## src/rtl/cart_prg_pkg.sv

```systemverilog
package cart_prg_pkg;
  typedef enum logic {
    ORDER_ASC = 1'b0,
    ORDER_REV = 1'b1
  } bank_order_e;
endpackage

```

## src/rtl/cart_prg_bank_regs.sv

```systemverilog
module cart_prg_bank_regs #(
  parameter int ADDR_W = 16,
  parameter int BANK_W = 6,
  parameter int NUM_BANKS = 3,
  parameter logic [ADDR_W-1:0] REG_BASE = 16'h7EFA
) (
  input  logic                        clk,
  input  logic                        rst,
  input  logic                        wr_stb,
  input  logic [ADDR_W-1:0]           addr,
  input  logic [BANK_W-1:0]           wdata,
  output logic [NUM_BANKS*BANK_W-1:0] bank_flat
);
  // one register per switchable window, exact address compare
  for (genvar b = 0; b < NUM_BANKS; b++) begin : g_bank
    logic [BANK_W-1:0] bank_q;
    always_ff @(posedge clk) begin
      if (rst) begin
        bank_q <= '0;
      end else if (wr_stb && (addr == REG_BASE + ADDR_W'(b))) begin
        bank_q <= wdata;
      end
    end
    assign bank_flat[b*BANK_W +: BANK_W] = bank_q;
  end
endmodule

```

## src/rtl/cart_prg_window_mux.sv

```systemverilog
module cart_prg_window_mux
  import cart_prg_pkg::*;
#(
  parameter int BANK_W = 6,
  parameter int NUM_BANKS = 3,
  parameter int WIN_IDX_W = 2
) (
  input  logic                        clk,
  input  logic                        rst,
  input  logic                        rom_sel,
  input  logic [WIN_IDX_W-1:0]        win_idx,
  input  logic                        order_rev,
  input  logic [NUM_BANKS*BANK_W-1:0] bank_flat,
  output logic [BANK_W-1:0]           prg_addr
);
  localparam int NUM_WIN = 1 << WIN_IDX_W;

  logic [BANK_W-1:0] win_bank [NUM_WIN];
  logic [BANK_W-1:0] sel;
  logic [BANK_W-1:0] sel_rev;
  logic [BANK_W-1:0] prg_q;
  bank_order_e       order;

  // windows past the register count are hardwired to the last bank
  for (genvar w = 0; w < NUM_WIN; w++) begin : g_win
    if (w < NUM_BANKS) begin : g_sw
      assign win_bank[w] = bank_flat[w*BANK_W +: BANK_W];
    end else begin : g_fixed
      assign win_bank[w] = '1;
    end
  end

  assign sel = rom_sel ? win_bank[win_idx] : '0;

  for (genvar k = 0; k < BANK_W; k++) begin : g_rev
    assign sel_rev[k] = sel[BANK_W-1-k];
  end

  assign order = bank_order_e'(order_rev);

  always_ff @(posedge clk) begin
    if (rst) begin
      prg_q <= '0;
    end else begin
      prg_q <= (order == ORDER_REV) ? sel_rev : sel;
    end
  end

  assign prg_addr = prg_q;
endmodule

```

## src/rtl/cart_ram_gate.sv

```systemverilog
module cart_ram_gate #(
  parameter int ADDR_W = 16,
  parameter int DATA_W = 8,
  parameter int NUM_RAM = 2,
  parameter int SPAN_LOG2 = 11,
  parameter logic [ADDR_W-1:0] RAM_BASE = 16'h6000,
  parameter logic [ADDR_W-1:0] EN_REG_BASE = 16'h7EF7,
  parameter logic [NUM_RAM*DATA_W-1:0] RAM_KEYS = {8'h5C, 8'hA3}
) (
  input  logic               clk,
  input  logic               rst,
  input  logic               wr_stb,
  input  logic [ADDR_W-1:0]  addr,
  input  logic [DATA_W-1:0]  wdata,
  input  logic               m2_dly,
  input  logic [DATA_W-1:0]  ram_rdata,
  output logic [NUM_RAM-1:0] ram_ce_n,
  output logic [DATA_W-1:0]  cpu_rdata
);
  localparam int PAGE_W = ADDR_W - SPAN_LOG2;
  localparam logic [PAGE_W-1:0] BASE_PAGE = RAM_BASE[ADDR_W-1:SPAN_LOG2];

  logic [NUM_RAM-1:0] armed;
  logic [NUM_RAM-1:0] in_win;
  logic [NUM_RAM-1:0] hit_q;

  for (genvar r = 0; r < NUM_RAM; r++) begin : g_region
    logic [DATA_W-1:0] en_q;
    always_ff @(posedge clk) begin
      if (rst) begin
        en_q <= '0;
      end else if (wr_stb && (addr == EN_REG_BASE + ADDR_W'(r))) begin
        en_q <= wdata;
      end
    end
    assign armed[r]  = (en_q == RAM_KEYS[r*DATA_W +: DATA_W]);
    assign in_win[r] = (addr[ADDR_W-1:SPAN_LOG2] == BASE_PAGE + PAGE_W'(r));
    // chip enable opens only during the delayed clock high phase
    assign ram_ce_n[r] = ~(hit_q[r] & m2_dly);
  end

  always_ff @(posedge clk) begin
    if (rst) begin
      hit_q <= '0;
    end else begin
      hit_q <= armed & in_win;
    end
  end

  assign cpu_rdata = (|hit_q) ? ram_rdata : '0;
endmodule

```

## src/rtl/cart_prg_bank_ctl.sv

```systemverilog
module cart_prg_bank_ctl #(
  parameter int ADDR_W = 16,
  parameter int DATA_W = 8,
  parameter int BANK_W = 6,
  parameter int NUM_BANKS = 3,
  parameter int WIN_LOG2 = 13,
  parameter logic [ADDR_W-1:0] BANK_REG_BASE = 16'h7EFA,
  parameter int NUM_RAM = 2,
  parameter int RAM_SPAN_LOG2 = 11,
  parameter logic [ADDR_W-1:0] RAM_BASE = 16'h6000,
  parameter logic [ADDR_W-1:0] EN_REG_BASE = 16'h7EF7,
  parameter logic [NUM_RAM*DATA_W-1:0] RAM_KEYS = {8'h5C, 8'hA3}
) (
  input  logic               clk,
  input  logic               rst,
  input  logic               m2,
  input  logic               m2_dly,
  input  logic               cpu_rnw,
  input  logic [ADDR_W-1:0]  cpu_addr,
  input  logic [DATA_W-1:0]  cpu_wdata,
  input  logic               order_rev,
  input  logic [DATA_W-1:0]  ram_rdata,
  output logic [BANK_W-1:0]  prg_addr,
  output logic [NUM_RAM-1:0] ram_ce_n,
  output logic [DATA_W-1:0]  cpu_rdata
);
  localparam int WIN_IDX_W = ADDR_W - 1 - WIN_LOG2;

  logic m2_q;
  logic wr_stb;
  logic [NUM_BANKS*BANK_W-1:0] bank_flat;

  // bus clock falling edge seen by the sampling clock
  always_ff @(posedge clk) begin
    if (rst) begin
      m2_q <= 1'b0;
    end else begin
      m2_q <= m2;
    end
  end

  assign wr_stb = m2_q & ~m2 & ~cpu_rnw;

  cart_prg_bank_regs #(
    .ADDR_W(ADDR_W), .BANK_W(BANK_W), .NUM_BANKS(NUM_BANKS), .REG_BASE(BANK_REG_BASE)
  ) u_regs (
    .clk(clk), .rst(rst), .wr_stb(wr_stb), .addr(cpu_addr),
    .wdata(cpu_wdata[BANK_W-1:0]), .bank_flat(bank_flat)
  );

  cart_prg_window_mux #(
    .BANK_W(BANK_W), .NUM_BANKS(NUM_BANKS), .WIN_IDX_W(WIN_IDX_W)
  ) u_mux (
    .clk(clk), .rst(rst), .rom_sel(cpu_addr[ADDR_W-1]),
    .win_idx(cpu_addr[ADDR_W-2:WIN_LOG2]), .order_rev(order_rev),
    .bank_flat(bank_flat), .prg_addr(prg_addr)
  );

  cart_ram_gate #(
    .ADDR_W(ADDR_W), .DATA_W(DATA_W), .NUM_RAM(NUM_RAM), .SPAN_LOG2(RAM_SPAN_LOG2),
    .RAM_BASE(RAM_BASE), .EN_REG_BASE(EN_REG_BASE), .RAM_KEYS(RAM_KEYS)
  ) u_ram (
    .clk(clk), .rst(rst), .wr_stb(wr_stb), .addr(cpu_addr), .wdata(cpu_wdata),
    .m2_dly(m2_dly), .ram_rdata(ram_rdata), .ram_ce_n(ram_ce_n), .cpu_rdata(cpu_rdata)
  );
endmodule

```

## config.mk

```make
export PLATFORM = sky130hd
export DESIGN_NAME = cart_prg_bank_ctl
export DESIGN_NICKNAME = d
export VERILOG_FILES = /design/src/rtl/cart_prg_pkg.sv /design/src/rtl/cart_prg_bank_regs.sv /design/src/rtl/cart_prg_window_mux.sv /design/src/rtl/cart_ram_gate.sv /design/src/rtl/cart_prg_bank_ctl.sv
export SDC_FILE = /design/constraint.sdc
export NUM_CORES = 1
export LEC_CHECK = 0
export ABC_AREA = 1
export BUFFER_PORTS_ARGS = -buffer_cell sky130_fd_sc_hd__buf_2
export CAP_MARGIN = 20
export CORE_UTILIZATION = 33
export CTS_BUF_LIST = sky130_fd_sc_hd__clkbuf_8
export DETAILED_ROUTE_END_ITERATION = 8
export PLACE_DENSITY = 0.6
export SYNTH_ARGS = -nofsm -noshare
export SYNTH_HDL_FRONTEND = slang
export SYNTH_HIERARCHICAL = 1
export SYNTH_SLANG_ARGS = --single-unit
```

## constraint.sdc

```tcl
create_clock -name clk -period 1.39 [get_ports clk]
set_input_delay 0.417 -clock clk [delete_from_list [all_inputs] [get_ports clk]]
set_output_delay 0.417 -clock clk [all_outputs]
set_load 0.05 [all_outputs]
```

==> implementation parameters <==
Parameter                              Value

Critical path
  Largest fanout of any net on the critical path ... 8
  Required time at the worst-slack endpoint ... 0.97 ns
  Worst setup path category ... register to primary output
  Slowest stage cell, crit path ... sky130_fd_sc_hd__dfxtp_2
  CP endpoint kind ... primary output
  Setup slack of the worst register-to-register path ... 0.08 ns
  Cell chain of the critical path ... nor2_4 -> nor2_1 -> buf_6
  Worst stage delay on the critical path ... 0.34 ns
  Delay-heaviest family, CP ... flip-flops
  Critical path buffer and inverter count ... 1
  Endpoint arrival time on the critical path ... 1.09 ns
  Kind of start point of the critical path ... register

Synth
  Netlist Area Pre-Place ... 2380 um2
  Adder and majority gate portion of the synthesized area ... 0%
  Mean cell area of the mapped netlist ... between 6 and 7 um2
  Warning count from the yosys run ... 6
  Post-synthesis cell type with the largest combined area ... sky130_fd_sc_hd__dfxtp_1
  Combinational family with the most area after synthesis ... simple AND/OR/NAND/NOR gates
  Post-synthesis cell count ... 394
  Leading post-synthesis cells by cell area ... sky130_fd_sc_hd__dfxtp_1 (36%), sky130_fd_sc_hd__nand2_1 (18%), sky130_fd_sc_hd__nor2_1 (14%), sky130_fd_sc_hd__inv_1 (12%), sky130_fd_sc_hd__nand4_1 (4.5%)
  Register bit count reported by yosys ... 43
  Mapped Nets ... 432
  Fraction of the yosys area taken by sequential cells ... a little over a third
  Synth Area in Compound Gates ... 2.52%
  Xor/xnor share of the synthesized area ... 0%
  Share of cell area taken by muxes after synthesis ... 0%
  Synth cell types ... 19
  Post-synthesis simple-gate area fraction ... 45.0%
  Area fraction of the dominant cell type after synthesis ... 36.2%

Placement
  Total half-perimeter wirelength after legalization and detailed placement ... 4080 um
  Port-buffer cells ... 53
  Pre-CTS WS ... -0.192 ns
  Cell Area, Placed ... 2820 um2
  GPL Wtd Cong ... 0.764

Routing
  Number of violations reported at the end of detailed-routing iteration 0 ... 148
  Routed WL per cell ... 10.0 um
  Via count ... between 2000 and 2500
  DR pass1 iterations ... 4
  Per-cell via count in the routed design ... 4.24
  DRC ... 0
  Remaining number of nets flagged by the antenna check after routing ... 0
  Total wire length ... around 5600 um

Timing
  Final min period ... 1.51 ns
  Worst slew slack as a fraction of its limit ... 78.1%
  Least setup slack across all paths after layout ... -0.121 ns
  Number of hold violations in the final report ... 0
  Worst Skew ... ~0.0052 ns
  Max-slew violation count ... 0
  Part of the cycle the worst path needs ... 109%
  F_max ... 662 MHz
  RSZ-0062 raised after global routing ... yes
  Final setup vio count ... 8
  Actual transition at the worst max-transition pin ... 0.328 ns
  Total Negative Setup Slacks ... -0.845 ns

Clock tree
  CTS Buf Count ... 5
  Buffer levels on the longest clock path ... 2
  CTS sink count ... 43
  Root cell of the clock tree ... sky130_fd_sc_hd__clkbuf_8
  Clock-pin transition on the worst setup and hold timing paths ... 0.08 ns
  H-tree levels ... 2
  Later-pin clock latency in the skew report ... 0.29 ns
  CTS tree ... yes

Final layout
  Leading cell type in the layout, fill and taps excluded ... sky130_fd_sc_hd__nand2_1
  Number of nets in the final layout ... 500
  Ant diodes ... 0
  Layout-stage area growth over the synthesis result ... 28.0%
  Fill cell total of the finished layout ... 758
  Fraction of layout instances using a drive strength above 1 ... a little under a quarter
  Cell area after layout ... 3050 um2
  Commonest cells after routing, fill and taps aside ... sky130_fd_sc_hd__nand2_1 (113), sky130_fd_sc_hd__nor2_1 (81), sky130_fd_sc_hd__inv_1 (75), sky130_fd_sc_hd__buf_2 (44), sky130_fd_sc_hd__dfxtp_1 (42)

Run status
  Violations in the final reports ... negative setup slack
  Status ... finished, violations left

GRT
  Maximum number of pins on one net before global-route repair ... 19
  Sum of overflow across all layers after global routing ... 0
  Number of global-route vias before repair ... 1968
  Antenna violations before repair ... 0
  Global Route Usage Sum ... 14.8%
  First-pass GRT wire length ... 8870 um

Floorplan
  Number of ports placed on the die boundary ... between 50 and 60
  Die Span X ... 86.9 um
  Core Footprint ... 6870 um2
  Site Rows ... 30
  Initial Utilization ... 34.7%
  Die Footprint ... 7560 um2
  Die boundary height ... 86.9 um

Run
  Number of violations of the max-capacitance limit ... 0

Pwr
  Power density over the cells ... 839 nW/um2
  Worst voltage drop across the vdd grid ... 418 uV
  Cell leakage power ... 1.67 nW

Worst hold path
  Hold crit path type ... input port to register
cells by family (layout without fill, tap and decap cells):
kind of cell    Yosys count  count (layout)
simple gates            247             249
buf+inv                  92             159
flops                    43              43
compound gates           12              12
power breakdown:
group	leakage, nW	switching [W]	internal, W	total [W]
registers	0.348	0.00000231	0.00124	0.00124
logic	1.26	0.000198	0.000108	0.000306
clock network	0.0612	0.000423	0.000582	0.00100
total	1.67	0.000624	0.00193	0.00256
layer usage:
| layer | up-vias | routed length (um) | track usage (%) |
|---|---|---|---|
| li1 | 1300 | - | - |
| met1 | 1022 | 2810 | 20.4 |
| met2 | 46 | 2490 | 23.9 |
| met3 | 4 | 241 | 2.65 |
| met4 | 0 | 52 | 3.64 |
| met5 | - | 0 | 0 |
cell type report:
type	instances	area (um2)	share of cell area, %
tap	96	120	3.94
clock buffer	6	82.6	2.71
timing repair buffer	68	443	14.5
sequential	43	862	28.3
clock inverter	2	35.0	1.15
inverter	83	312	10.2
multi-input combinational	261	1190	39.2
final timing paths:
check	start	to	cells past startpoint
worst max-delay path	u_ram/hit_q[1]$_SDFF_PP0_	cpu_rdata[5]	3
worst min-delay path	cpu_wdata[6]	u_ram/g_region[1].en_q[6]$_SDFFE_PP0P_	3
worst min register to register	u_ram/g_region[0].en_q[5]$_SDFFE_PP0P_	u_ram/hit_q[0]$_SDFF_PP0_	2
worst max register to register	m2_q$_SDFF_PP0_	u_ram/g_region[0].en_q[1]$_SDFFE_PP0P_	7
flip-flops by register name, summed over array words and instances (netlist names):
| signal | count |
|---|---|
| u_mux/prg_addr | 6 |
| u_ram/hit_q | 2 |
| u_ram/g_region.en_q | 16 |
| u_regs/g_bank.bank_q | 18 |
| m2_q | 1 |
worst reg2reg max path: cells and delay by family, from the launching register on:
| kind | cells | cell delay, ns |
|---|---|---|
| simple gates | 7 | 0.89 |
| flops | 1 | 0.33 |
Yosys cell counts:
| cell | number |
|---|---|
| sky130_fd_sc_hd__dfxtp_1 | 43 |
| sky130_fd_sc_hd__nand4_1 | 17 |
| sky130_fd_sc_hd__a21oi_1 | 12 |
| sky130_fd_sc_hd__inv_1 | 75 |
| sky130_fd_sc_hd__buf_6 | 5 |
| sky130_fd_sc_hd__buf_2 | 4 |
| sky130_fd_sc_hd__nand3_1 | 11 |
| sky130_fd_sc_hd__nor2_1 | 87 |
| sky130_fd_sc_hd__nor2_4 | 2 |
| sky130_fd_sc_hd__nand3_2 | 2 |
| sky130_fd_sc_hd__nand2_1 | 113 |
| sky130_fd_sc_hd__nor2_8 | 1 |
| sky130_fd_sc_hd__nand3_4 | 1 |
| sky130_fd_sc_hd__inv_2 | 7 |
| sky130_fd_sc_hd__clkinv_1 | 1 |
| sky130_fd_sc_hd__nor3_1 | 2 |
| sky130_fd_sc_hd__nand2_2 | 5 |
| sky130_fd_sc_hd__nor2_2 | 5 |
| sky130_fd_sc_hd__nand3b_1 | 1 |
what timing repair did:
item,in CTS,in global routing
endpoints found under the setup margin,9,31
setup buffers,0,1
cloned,0,2
hold buffers,0,0
pin swaps,4,5
resized for setup,19,9
per-stage QoR:
step	power, W	std cells	hold slack [ns]	utilization, %
floorplan	0.00144	394	0.447	-
global placement	0.00157	548	0.475	41.0
detailed placement	0.00157	548	0.470	41.0
CTS	0.00258	556	0.362	43.6
global route	0.00266	559	0.370	44.4
finish	0.00256	559	0.371	44.4
No activity file was read; power rests on OpenSTA's default activity.
